**config.mk**
```make
export PLATFORM = sky130hd
export DESIGN_NAME = irq_poll_ctrl
export DESIGN_NICKNAME = d
export VERILOG_FILES = /design/src/rtl/irq_pkg.sv /design/src/rtl/irq_edge_det.sv /design/src/rtl/irq_arbiter.sv /design/src/rtl/irq_svc_track.sv /design/src/rtl/irq_poll_ctrl.sv
export SDC_FILE = /design/constraint.sdc
export NUM_CORES = 1
export LEC_CHECK = 0
export BUFFER_PORTS_ARGS = -buffer_cell sky130_fd_sc_hd__buf_4
export CORE_MARGIN = 2
export CORE_UTILIZATION = 37
export CTS_CLUSTER_DIAMETER = 50
export DETAILED_ROUTE_END_ITERATION = 7
export MAX_ROUTING_LAYER = met4
export PLACE_DENSITY = 0.84
export SYNTH_ARGS = -nofsm -noshare
export SYNTH_HDL_FRONTEND = slang
export SYNTH_HIERARCHICAL = 1
export SYNTH_SLANG_ARGS = --single-unit
```
**constraint.sdc**
```tcl
create_clock -name clk_i -period 2.3 [get_ports clk_i]
set_clock_uncertainty 0.15 [all_clocks]
set_input_delay 0.46 -clock clk_i [delete_from_list [all_inputs] [get_ports clk_i]]
set_output_delay 0.46 -clock clk_i [all_outputs]
set_load 0.05 [all_outputs]
```
**src/rtl/irq_pkg.sv**
```systemverilog
package irq_pkg;
  localparam int unsigned N_SRC = 10;
  localparam int unsigned N_EXT = 2;
  localparam int unsigned N_LVL = 2;
  localparam int unsigned VEC_W = $clog2(N_SRC);

  // fixed tie order; index is also the vector number
  localparam int unsigned IDX_X0  = 0;
  localparam int unsigned IDX_T0  = 1;
  localparam int unsigned IDX_X1  = 2;
  localparam int unsigned IDX_T1  = 3;
  localparam int unsigned IDX_SER = 4;
  localparam int unsigned IDX_X2  = 5;
  localparam int unsigned IDX_X3  = 6;
  localparam int unsigned IDX_PWM = 7;
  localparam int unsigned IDX_WDT = 8;
  localparam int unsigned IDX_ADC = 9;

  typedef enum logic {LVL_LO = 1'b0, LVL_HI = 1'b1} lvl_e;

  typedef struct packed {
    logic             vld;
    lvl_e             lvl;
    logic [VEC_W-1:0] vec;
  } win_t;
endpackage

```
**src/rtl/irq_edge_det.sv**
```systemverilog
module irq_edge_det #(
  parameter int unsigned N = 2
) (
  input  logic         clk_i,
  input  logic         rst_ni,
  input  logic [N-1:0] pin_n_i,
  input  logic [N-1:0] edge_mode_i,
  input  logic [N-1:0] clr_i,
  output logic [N-1:0] req_o
);
  for (genvar k = 0; k < N; k++) begin : g_pin
    logic prev_q, flag_q, fall;
    assign fall = prev_q & ~pin_n_i[k];

    always_ff @(posedge clk_i or negedge rst_ni) begin
      if (!rst_ni) begin
        prev_q <= 1'b1;
        flag_q <= 1'b0;
      end else begin
        prev_q <= pin_n_i[k];
        // a fresh edge outranks a same-cycle clear
        if (edge_mode_i[k] && fall) flag_q <= 1'b1;
        else if (clr_i[k])          flag_q <= 1'b0;
      end
    end

    assign req_o[k] = edge_mode_i[k] ? flag_q : ~pin_n_i[k];
  end
endmodule

```
**src/rtl/irq_arbiter.sv**
```systemverilog
module irq_arbiter
  import irq_pkg::*;
#(
  parameter int unsigned N = N_SRC,
  localparam int unsigned W = $clog2(N)
) (
  input  logic [N-1:0] pend_i,
  input  logic [N-1:0] hi_i,
  output logic         vld_o,
  output logic         hi_o,
  output logic [W-1:0] vec_o
);
  for (genvar l = 0; l < N_LVL; l++) begin : g_lvl
    logic [N-1:0] mask;
    logic [W-1:0] idx;
    logic         hit;
    assign mask = pend_i & ((l == 1) ? hi_i : ~hi_i);

    always_comb begin
      idx = '0;
      hit = 1'b0;
      for (int i = N - 1; i >= 0; i--) begin
        if (mask[i]) begin
          idx = W'(i);
          hit = 1'b1;
        end
      end
    end
  end

  assign vld_o = g_lvl[1].hit | g_lvl[0].hit;
  assign hi_o  = g_lvl[1].hit;
  assign vec_o = g_lvl[1].hit ? g_lvl[1].idx : g_lvl[0].idx;
endmodule

```
**src/rtl/irq_svc_track.sv**
```systemverilog
module irq_svc_track
  import irq_pkg::*;
(
  input  logic             clk_i,
  input  logic             rst_ni,
  input  logic             take_i,
  input  lvl_e             take_lvl_i,
  input  logic             reti_i,
  output logic [N_LVL-1:0] insvc_o
);
  logic [N_LVL-1:0] svc_q;

  always_ff @(posedge clk_i or negedge rst_ni) begin
    if (!rst_ni) begin
      svc_q <= '0;
    end else if (reti_i) begin
      if (svc_q[LVL_HI]) svc_q[LVL_HI] <= 1'b0;
      else               svc_q[LVL_LO] <= 1'b0;
    end else if (take_i) begin
      svc_q[take_lvl_i] <= 1'b1;
    end
  end

  assign insvc_o = svc_q;
endmodule

```
**src/rtl/irq_poll_ctrl.sv**
```systemverilog
module irq_poll_ctrl
  import irq_pkg::*;
(
  input  logic             clk_i,
  input  logic             rst_ni,
  input  logic [N_EXT-1:0] ext_n_i,
  input  logic [N_EXT-1:0] ext_edge_i,
  input  logic [1:0]       tmr_flag_i,
  input  logic             ser_rx_i,
  input  logic             ser_tx_i,
  input  logic [1:0]       xflag_i,
  input  logic             pwm_flag_i,
  input  logic             wdt_flag_i,
  input  logic             adc_flag_i,
  input  logic [N_SRC-1:0] src_en_i,
  input  logic             glb_en_i,
  input  logic [N_SRC-1:0] src_hi_i,
  input  logic             last_cyc_i,
  input  logic             ctrl_wr_i,
  input  logic             reti_i,
  input  logic             call_ack_i,
  output logic             call_req_o,
  output logic [VEC_W-1:0] call_vec_o,
  output logic [N_LVL-1:0] insvc_o
);
  logic [N_EXT-1:0] ext_req, ext_clr;
  logic [N_SRC-1:0] pend, pend_en;
  logic             win_vld, win_hi, lvl_free, poll_ok, take;
  logic [VEC_W-1:0] win_vec;
  logic [N_LVL-1:0] svc;

  irq_edge_det #(.N(N_EXT)) i_edge (
    .clk_i, .rst_ni,
    .pin_n_i(ext_n_i), .edge_mode_i(ext_edge_i),
    .clr_i(ext_clr), .req_o(ext_req)
  );

  always_comb begin
    pend          = '0;
    pend[IDX_X0]  = ext_req[0];
    pend[IDX_T0]  = tmr_flag_i[0];
    pend[IDX_X1]  = ext_req[1];
    pend[IDX_T1]  = tmr_flag_i[1];
    pend[IDX_SER] = ser_rx_i | ser_tx_i;
    pend[IDX_X2]  = xflag_i[0];
    pend[IDX_X3]  = xflag_i[1];
    pend[IDX_PWM] = pwm_flag_i;
    pend[IDX_WDT] = wdt_flag_i;
    pend[IDX_ADC] = adc_flag_i;
  end

  assign pend_en = pend & src_en_i & {N_SRC{glb_en_i}};

  irq_arbiter #(.N(N_SRC)) i_arb (
    .pend_i(pend_en), .hi_i(src_hi_i),
    .vld_o(win_vld), .hi_o(win_hi), .vec_o(win_vec)
  );

  // equal or higher level in service blocks the winner
  assign lvl_free = win_hi ? ~svc[LVL_HI] : ~|svc;
  assign poll_ok  = last_cyc_i & ~ctrl_wr_i & ~reti_i;
  assign take     = call_req_o & call_ack_i;

  irq_svc_track i_svc (
    .clk_i, .rst_ni,
    .take_i(take), .take_lvl_i(win_hi ? LVL_HI : LVL_LO),
    .reti_i, .insvc_o(svc)
  );

  assign ext_clr[0] = take & (win_vec == VEC_W'(IDX_X0));
  assign ext_clr[1] = take & (win_vec == VEC_W'(IDX_X1));

  assign call_req_o = win_vld & lvl_free & poll_ok;
  assign call_vec_o = win_vec;
  assign insvc_o    = svc;
endmodule

```
==> results of run 1 <==
## metal layers
metal  wire length, um  track usage  vias to the layer above
met4                44       0.1297                        0
met1              1035       0.2688                      484
met2              1662       0.5459                       37
li1                  -            -                      499
met3               100      0.04906                        4
met5                 0            -                        -
## per-stage QoR
step	instances	TNS [ns]
2_1_floorplan	92	-1.425
3_3_place_gp	184	-2.153
3_5_place_dp	184	-2.506
4_1_cts	190	-1.219
5_1_grt	191	-2.445
6_report	191	-1.590
## where the power goes
group | total, mW | internal, mW | leakage, nW | switching, mW
Clock | 0.0955 | 0.0589 | 0.0138 | 0.0366
Sequential | 0.118 | 0.114 | 0.0671 | 0.00432
Combinational | 0.312 | 0.159 | 0.638 | 0.153
## layout make-up
| type | instances | area (um2) |
|---|---|---|
| tap | 25 | 31.28 |
| inverter | 6 | 25.02 |
| timing repair buffer | 71 | 561.8 |
| multi-input combinational | 80 | 691.9 |
| fill | 107 | 279.0 |
| sequential | 6 | 152.6 |
| clock buffer | 3 | 22.52 |
## cells in the final DEF (no fill, tap or decap), drive strengths merged, types with 2 or more instances in the layout
cell,count
clkbuf,3
o211ai,3
a22o,2
nand2b,6
dfrtp,4
dfstp,2
o211a,2
nor2,3
o2111ai,2
nand3,2
o22ai,2
a21oi,2
and3b,2
nor2b,4
nand2,16
inv,6
buf,70
o21ai,5
a21boi,2
and3,10
a22oi,3
a31oi,2
nor3,2
## registers in the layout (all words and copies together) (netlist names)
name,count
i_svc/insvc_o,2
i_edge/g_pin.prev_q,2
i_edge/g_pin.flag_q,2
## logic make-up after synthesis
family | synth area share
DFF | 0.2163
buffers and inverters | 0.03191
and+or+nand+nor | 0.3795
AOI/OAI and AO/OA | 0.3723
## worst min-delay path by stage
stage | endpoint | slack, ns
finish | i_svc/insvc_o[1] | 0.24
global route | i_svc/insvc_o[1] | 0.26
CTS | i_svc/insvc_o[1] | 0.24
detailed placement | i_svc/insvc_o[1] | 0.12
global placement | i_svc/insvc_o[0] | 0.12
floorplan | i_edge/g_pin[0].flag_q | 0.01
## cell usage after synthesis (3+ instances only)
| cell | count |
|---|---|
| nor2b_1 | 4 |
| o21ai_0 | 5 |
| nor2_1 | 3 |
| nand2_1 | 15 |
| inv_1 | 6 |
| nand2b_1 | 6 |
| dfrtp_1 | 4 |
| o211ai_1 | 3 |
| a22oi_1 | 3 |
| and3_1 | 10 |
## repair_timing
item / in CTS / in global routing
setup buffers: 2 / 1
pin swaps: 9 / 3
endpoints found under the setup margin: 8 / 9
cloned: 0 / 0
hold buffers: 1 / 0
resized for setup: 23 / 1
endpoints found under the hold margin: 4 / 0
## critical path, cell delays in order
cell and delay (ns):
buf_6 0.11, and3_4 0.19, a22o_1 0.16, and3b_2 0.22, and2b_2 0.23, nand3_1 0.12, nand3b_1 0.15, a211oi_4 0.19
buf_6 0.18
==> qor.txt, run 1 <==
Critical Path Start Type - input pin
Rel. slew slack - 0.7586
Worst Setup Slack, final - -0.3401 ns
Leak - 0.7188 nW
first-pass GRT wire length - 4.353 mm
top cells by area, synth - dfrtp_1 14%, and3_1 8.9%, nand2_1 8.0%
total gr overflow - 0
Setup crit start - glb_en_i
Post-Syn Instances - 92
H-tree level count - 1
ys async rst share - 1.000
Worst setup EP type - primary output
Pwr Density - 353.7 nW/um2
Yosys reg bits - 6
Routed Antenna Nets - 0
die width - 47.67 um
Reg-to-Reg End - i_svc/insvc_o[0]
Worst Max-Slew Pin Slew - 0.3593 ns
clock-pin slew on the worst setup and hold paths - 0.05 ns
final core occ - 0.8418
initial antenna violation count - 0
part of the Yosys area used for sequential elements - 0.2163
number of cells on the worst reg-to-reg path - 12
diode count - 0
Netlist Area Pre-Place - 705.7 um2
detailed placement HPWL - 2.164 mm
Die ar. - 2272 um2
largest net degree at the start of global routing - 11
r2r setup slk - -0.13 ns
Fin Hold WS - 0.2438 ns
WHS Path Cells - 2
Via Count - 1024
Crit Path Max Fanout - 10
Fmax - 378.8 MHz
final setup vio count - 9
failing checks - setup timing
area growth from synthesis to layout - 110.5%
Die H - 47.67 um
VDD IR max - 381.8 uV
nets - 208
placed instance area - 1344 um2
final slew viol count - 0
drc violations - 0
Syn. warnings - 6
reg2reg start - i_edge/g_pin[1].flag_q
core area - 1764 um2
outcome - finished, violations left
CTS Buffer Depth - 2
WP data required - 1.69 ns
CTS tree - yes
GPL Wtd Cong - 0.9099
wire length per cell - 14.88 um
vias in the first global route - 1068
Final Cycle Share - 1.148
clk root buf - clkbuf_4
Post-Route WL - 2.843 mm
# rows - 15
Post-Syn Nets - 132
post-synth top area share - 0.1418
Port-buffer cells - 46
total power - 525.3 uW
EDFF count, synth - 0
Primary FF master, synth - dfrtp_1
unrepaired setup endpoints after global routing - yes
Initial Utilization - 0.4000
clk sink count - 6
layout cells sized above 1 - 0.6325
global-route usage over all layers - 0.2836
worst slack, placed - -0.3235 ns
WS Path Type - in -> out
Yosys top cell by area - dfrtp_1
Hold WC Path Type - in -> reg
Post-Syn Area per Cell - 7.670 um2
final hold viol count - 0
max-cap violations - 0
Pre-Repair DR Iteration Count - 4
Netlist cell types - 32
vias per cell - 5.361
CP endpoint - call_req_o
design area - 1485 um2
Arr. time, crit path - 2.03 ns
Tmin final - 2.640 ns
hold_sp - reti_i
total CTS buffers - 3
worst skew pair latency - 0.24 ns
Ports - 47
Iteration-0 DRC Markers - 20
Note: power is estimated with default switching activity, not from simulation.
==> inputs of run 2 (changes only) <==
--- a/config.mk
+++ b/config.mk
@@ -7,11 +7,11 @@
 export LEC_CHECK = 0
 export BUFFER_PORTS_ARGS = -buffer_cell sky130_fd_sc_hd__buf_4
 export CORE_MARGIN = 2
-export CORE_UTILIZATION = 37
+export CORE_UTILIZATION = 41
 export CTS_CLUSTER_DIAMETER = 50
 export DETAILED_ROUTE_END_ITERATION = 7
 export MAX_ROUTING_LAYER = met4
-export PLACE_DENSITY = 0.84
+export PLACE_DENSITY = 0.8
 export SYNTH_ARGS = -nofsm -noshare
 export SYNTH_HDL_FRONTEND = slang
 export SYNTH_HIERARCHICAL = 1
==> constraint.sdc (replaced) <==
create_clock -name clk_i -period 2.96 [get_ports clk_i]
set_clock_uncertainty 0.15 [all_clocks]
set_input_delay 0.592 -clock clk_i [delete_from_list [all_inputs] [get_ports clk_i]]
set_output_delay 0.592 -clock clk_i [all_outputs]
set_load 0.05 [all_outputs]
==> run 2 against run 1 <==
Compared with the run above:
- cell count down 13%
- highest routed layer is now met3
- via count down 10%
- largest power group unchanged
- critical endpoint is now call_vec_o[0]
- critical path type unchanged
- the run now ends clean
- combinational power down 33%
- clock power down 16%
- cell area down 14%
- sequential power down 22%
- non-clock buffer count down 16
- critical path depth down 1
==> qor.txt, run 2 (same netlist as run 1, synthesis figures left out) <==
outcome - complete, no violations
design area - 1282 um2 (-14%)
layout cells sized above 1 - 0.5166 (-0.1160)
placed instance area - 1160 um2 (-14%)
Crit Path Max Fanout - 10 (unchanged)
Hold WC Path Type - in -> reg
H-tree level count - 1 (unchanged)
final setup vio count - 0 (-9)
Post-Route WL - 2.224 mm (-22%)
CTS tree - yes
Rel. slew slack - 0.7707 (+0.01202)
clk sink count - 6 (unchanged)
Fin Hold WS - 0.3347 ns (+0.09087 ns)
diode count - 0 (unchanged)
most frequent cells in the layout - 50 x buf_4, 15 x nand2_1, 9 x and3_1
most common cell after layout, fill and taps aside - buf_4
Tmin final - 2.913 ns
Final Cycle Share - 0.9843
Worst Setup Slack, final - 0.04661 ns (+0.3867 ns)
detailed placement HPWL - 1.771 mm (-18%)
max incr delay on CP - 0.26 ns (+0.03 ns)
Port-buffer cells - 46 (unchanged)
worst slack, placed - -0.08795 ns (+0.2355 ns)
Ports - 47 (unchanged)
Fmax - 343.2 MHz
vias per cell - 5.491 (+2.4%)
CTS Buffer Depth - 2 (unchanged)
Via Count - 917 (-10%)
max-cap violations - 0 (unchanged)
final setup TNS - 0 ns (+1.590 ns)
first-pass GRT wire length - 3.187 mm (-27%)
Pre-Repair DR Iteration Count - 4 (unchanged)
Pwr Density - 296.7 nW/um2 (-16%)
Worst Max-Slew Pin Slew - 0.3440 ns (-0.01527 ns)
initial antenna violation count - 0 (unchanged)
cells along the critical path - buf_4 > and3_1 > a22o_1 > and3b_1 > and2b_2 > nand2_4 > o31ai_4 > buf_6
WP data required - 2.22 ns (+0.53 ns)
final slew viol count - 0 (unchanged)
total CTS buffers - 3 (unchanged)
Arr. time, crit path - 2.17 ns (+0.14 ns)
wire length per cell - 13.32 um (-11%)
cell with the largest stage delay on the worst path - o31ai_4
nets - 192 (-7.7%)
GPL Wtd Cong - 0.8258 (-9.2%)
# rows - 14 (-1)
vias in the first global route - 797 (-25%)
Iteration-0 DRC Markers - 13 (-35%)
VDD IR max - 459.2 uV (+20%)
die width - 45.49 um (-4.6%)
final hold viol count - 0 (unchanged)
global-route usage over all layers - 0.2104 (-0.07312)
Post-CTS Setup Inserts - 0 (-2)
Routed Antenna Nets - 0 (unchanged)
Critical Path Start Type - input pin
core area - 1559 um2 (-12%)
clk root buf - clkbuf_4
Die ar. - 2069 um2 (-9.0%)
total gr overflow - 0 (unchanged)
largest net degree at the start of global routing - 11 (unchanged)
Initial Utilization - 0.4526 (+0.05265)
area growth from synthesis to layout - 81.74%
WS Path Type - in -> out
worst skew pair latency - 0.25 ns (about the same)
Worst setup EP type - primary output
Die H - 45.49 um (-4.6%)
Leak - 0.6315 nW (-12%)
clock-pin slew on the worst setup and hold paths - 0.04 ns (about the same)
drc violations - 0 (unchanged)
final core occ - 0.8226 (-0.01921)
==> run 2: changes by cell type in the layout (fill, tap and decap cells not counted), moves of 2 or more <==
cell	before	now
o21ai_2	2	0
buf_4	63	50
buf_6	7	4
and3_1	6	9
o21ai_0	1	3
and3_4	4	1
inv_1	4	6
==> run 2: final timing paths <==
| kind | slack [ns] | cells after the start | end | from |
|---|---|---|---|---|
| worst max-delay path | 0.05 | 8 | call_vec_o[0] | glb_en_i |
| worst min-delay path | 0.33 | 1 | i_edge/g_pin[1].prev_q | ext_n_i[1] |
| min in group asynchronous | 0.53 | 2 | i_svc/insvc_o[1] | rst_ni |
| worst min register to register | 0.36 | 2 | i_edge/g_pin[1].flag_q | i_edge/g_pin[1].prev_q |
| worst max register to register | 0.44 | 12 | i_edge/g_pin[0].flag_q | i_edge/g_pin[1].flag_q |
| max in group asynchronous | 1.92 | 2 | i_edge/g_pin[1].prev_q | rst_ni |
==> run 2: power breakdown <==
part           leakage, nW  switching (mW)  internal (mW)
combinational        0.549           0.106          0.103
clock               0.0150          0.0292         0.0510
sequential          0.0671         0.00331         0.0882
==> run 2: worst max-delay path, delay by kind of cell <==
family | cells | cell delay, ns
AO/OA/AOI/OAI | 2 | 0.50
AND/OR/NAND/NOR | 4 | 0.73
buffers and inverters | 2 | 0.33
==> run 2: per-layer routing <==
| layer | global-route usage | share of wire |
|---|---|---|
| met5 | - | 0 |
| met4 | 0 | 0 |
| met3 | 0.04762 | 0.053 |
| met2 | 0.3493 | 0.51 |
| met1 | 0.2774 | 0.44 |
==> run 2: cell type report <==
cell class	instances	area [um2]
clock buffer	4	26.28
inverter	6	22.52
tap	16	20.02
multi-input combinational	80	630.6
timing repair buffer	55	430.4
fill	99	276.5
sequential	6	152.6
==> run 2: timing repair <==
| item | in CTS | in global routing |
|---|---|---|
| hold buffers | 1 | 0 |
| setup endpoints to repair | 4 | 5 |
| gates resized for setup | 7 | 11 |
| hold endpoints to repair | 4 | 0 |
| pin swaps | 0 | 5 |
==> run 2: per-stage QoR <==
step / cells / total power, mW
after floorplan: 92 / 0.1913
after global placement: 162 / 0.2729
after detailed placement: 162 / 0.2770
after CTS: 167 / 0.3705
after global routing: 167 / 0.4024
final: 167 / 0.3805
==> inputs of run 3 (changes only) <==
==> constraint.sdc (replaced) <==
create_clock -name clk_i -period 3.05 [get_ports clk_i]
set_clock_uncertainty 0.15 [all_clocks]
set_input_delay 0.61 -clock clk_i [delete_from_list [all_inputs] [get_ports clk_i]]
set_output_delay 0.61 -clock clk_i [all_outputs]
set_load 0.05 [all_outputs]
==> run 3 against run 2 <==
Compared with the run above:
- setup slack gained 0.038 ns
- non-clock buffer count grew 1
- power shrank 3.3%
- via count grew 2.3%
- critical path depth grew 3
- global-route usage grew 3.4 points
- combinational power shrank 5%
- register-to-register slack gained 0.09 ns
- first-iteration DRC count grew 7.7%
- hold slack gained 0.014 ns
- sequential share of layout area grew 0.15 points
- critical endpoint is now call_vec_o[3]
==> qor.txt, run 3 (same netlist as run 1, synthesis figures left out) <==
outcome - complete, no violations
diode count - 0 (unchanged)
Finished Layout Cells - 168 (+0.60%)
Crit Path Max Fanout - 3 (-7)
clock-pin slew on the worst setup and hold paths - 0.04 ns (about the same)
# rows - 14 (unchanged)
Die H - 45.49 um (unchanged)
total gr overflow - 0 (unchanged)
number of cells on the worst reg-to-reg path - 12 (unchanged)
Via Count - 938 (+2.3%)
WS Path Type - in -> out
Fmax - 337.3 MHz
Ports - 47 (unchanged)
first-pass GRT wire length - 3.643 mm (+14%)
Placed Cells incl. Taps - 162 (unchanged)
final setup vio count - 0 (unchanged)
vias per cell - 5.583 (+1.7%)
GPL Wtd Cong - 0.8203 (-0.67%)
Leak - 0.6315 nW (unchanged)
Int Pwr - 233.0 uW (-3.6%)
CTS Buffer Depth - 2 (unchanged)
largest net degree at the start of global routing - 11 (unchanged)
Routed Antenna Nets - 0 (unchanged)
Reg-to-Reg End - i_edge/g_pin[0].flag_q
most frequent cells in the layout - 51 x buf_4, 15 x nand2_1, 9 x and3_1
vias in the first global route - 886 (+11%)
drc violations - 0 (unchanged)
final setup TNS - 0 ns (unchanged)
Pwr Density - 290.7 nW/um2 (-2.0%)
die width - 45.49 um (unchanged)
Critical Path Start Type - input pin
detailed placement HPWL - 1.811 mm (+2.2%)
nets - 193 (+0.52%)
Seq pwr share - 0.241 (about the same)
hold_sp - ext_n_i[1]
Hold WC Path Type - in -> reg
Arr. time, crit path - 2.20 ns (+0.03 ns)
VDD IR max - 376.1 uV (-18%)
clk root buf - clkbuf_4
final slew viol count - 0 (unchanged)
switching portion of total power - 0.3669 (+0.002267)
core area - 1559 um2 (unchanged)
reg2reg start - i_edge/g_pin[1].flag_q
CTS tree - yes
worst hold path endpoint - i_edge/g_pin[1].prev_q
Iteration-0 DRC Markers - 14 (+1)
area growth from synthesis to layout - 79.43%
Worst setup EP type - primary output
Rel. slew slack - 0.7788 (+0.008156)
WHS Path Cells - 1 (unchanged)
Post-Route WL - 2.277 mm (+2.4%)
layout cells sized above 1 - 0.5000 (-0.01656)
total CTS buffers - 3 (unchanged)
worst skew pair latency - 0.25 ns (about the same)
final core occ - 0.8122 (-0.01043)
Die ar. - 2069 um2 (unchanged)
Pre-Repair DR Iteration Count - 4 (unchanged)
Fin Hold WS - 0.3483 ns (+0.01362 ns)
clk sink count - 6 (unchanged)
most common cell after layout, fill and taps aside - buf_4
global-route usage over all layers - 0.2445 (+0.03408)
Worst Max-Slew Pin Slew - 0.3318 ns (-0.01223 ns)
wire length per cell - 13.55 um (+1.8%)
Logic pwr share - 0.539 (-0.010)
clock share of power - 0.220 (+0.009)
H-tree level count - 1 (unchanged)
final hold viol count - 0 (unchanged)
Tmin final - 2.965 ns
initial antenna violation count - 0 (unchanged)
max-cap violations - 0 (unchanged)
Final Cycle Share - 0.9721
Psw - 135.1 uW (-2.7%)
Initial Utilization - 0.4526 (unchanged)
WP data required - 2.29 ns (+0.07 ns)
r2r setup slk - 0.53 ns (+0.09 ns)
unrepaired setup endpoints after global routing - yes
Port-buffer cells - 46 (unchanged)
run 3: per-layer routing:
layer,vias up,global-route usage,part of all wire
met2,31,0.4423,0.52
met3,0,0.04762,0.050
li1,471,-,-
met4,0,0.01765,0
met1,436,0.2885,0.43
met5,-,-,0
run 3: timing repair:
action	4_1_cts	5_1_grt
hold endpoints to repair	3	0
buffers inserted	0	1
gates resized for setup	4	11
endpoints found under the setup margin	2	4
hold buffers	1	0
pin swaps	0	7
run 3: layout make-up:
cell class / count / area [um2]
inverters: 6 / 22.52
fillers: 106 / 292.8
well taps: 16 / 20.02
repair buffers: 56 / 437.9
multi-input cells: 80 / 606.8
flip-flops and latches: 6 / 152.6
clock buffers: 4 / 26.28
run 3: worst max path at each step:
stage	from	endpoint	slack, ns	depth (start not counted)
2_1_floorplan	ext_edge_i[0]	call_vec_o[0]	-0.03	8
3_3_place_gp	glb_en_i	call_vec_o[2]	0.02	8
3_5_place_dp	glb_en_i	call_vec_o[2]	0.001	8
4_1_cts	glb_en_i	call_vec_o[0]	-0.008	8
5_1_grt	ext_n_i[0]	call_req_o	-0.02	11
6_report	ext_edge_i[1]	call_vec_o[3]	0.09	11
run 3: power by group through the flow:
stage	clock, mW	combinational (mW)	sequential, mW
after detailed placement	0	0.178	0.0897
after global placement	0	0.174	0.0895
final	0.0808	0.199	0.0887
after CTS	0.0836	0.188	0.0887
after global routing	0.0890	0.212	0.0893
after floorplan	0	0.0943	0.0913
run 3: per-stage QoR:
stage,worst slack (ns),total power [mW],area (um2)
2_1_floorplan,-0.02870,0.1856,734.5
3_3_place_gp,0.02390,0.2632,1160
3_5_place_dp,0.001066,0.2674,1160
4_1_cts,-0.008134,0.3601,1220
5_1_grt,-0.02096,0.3908,1266
6_report,0.08503,0.3681,1266
run 3: worst max-delay path, stage by stage:
cell and delay (ns):
buf_4 0.12, nand2_1 0.07, o21ai_1 0.07, and3_1 0.20, nand2b_1 0.12, o2111ai_2 0.13, nor4_1 0.24, buf_4 0.16
o21ai_1 0.08, a21boi_2 0.22, buf_6 0.18
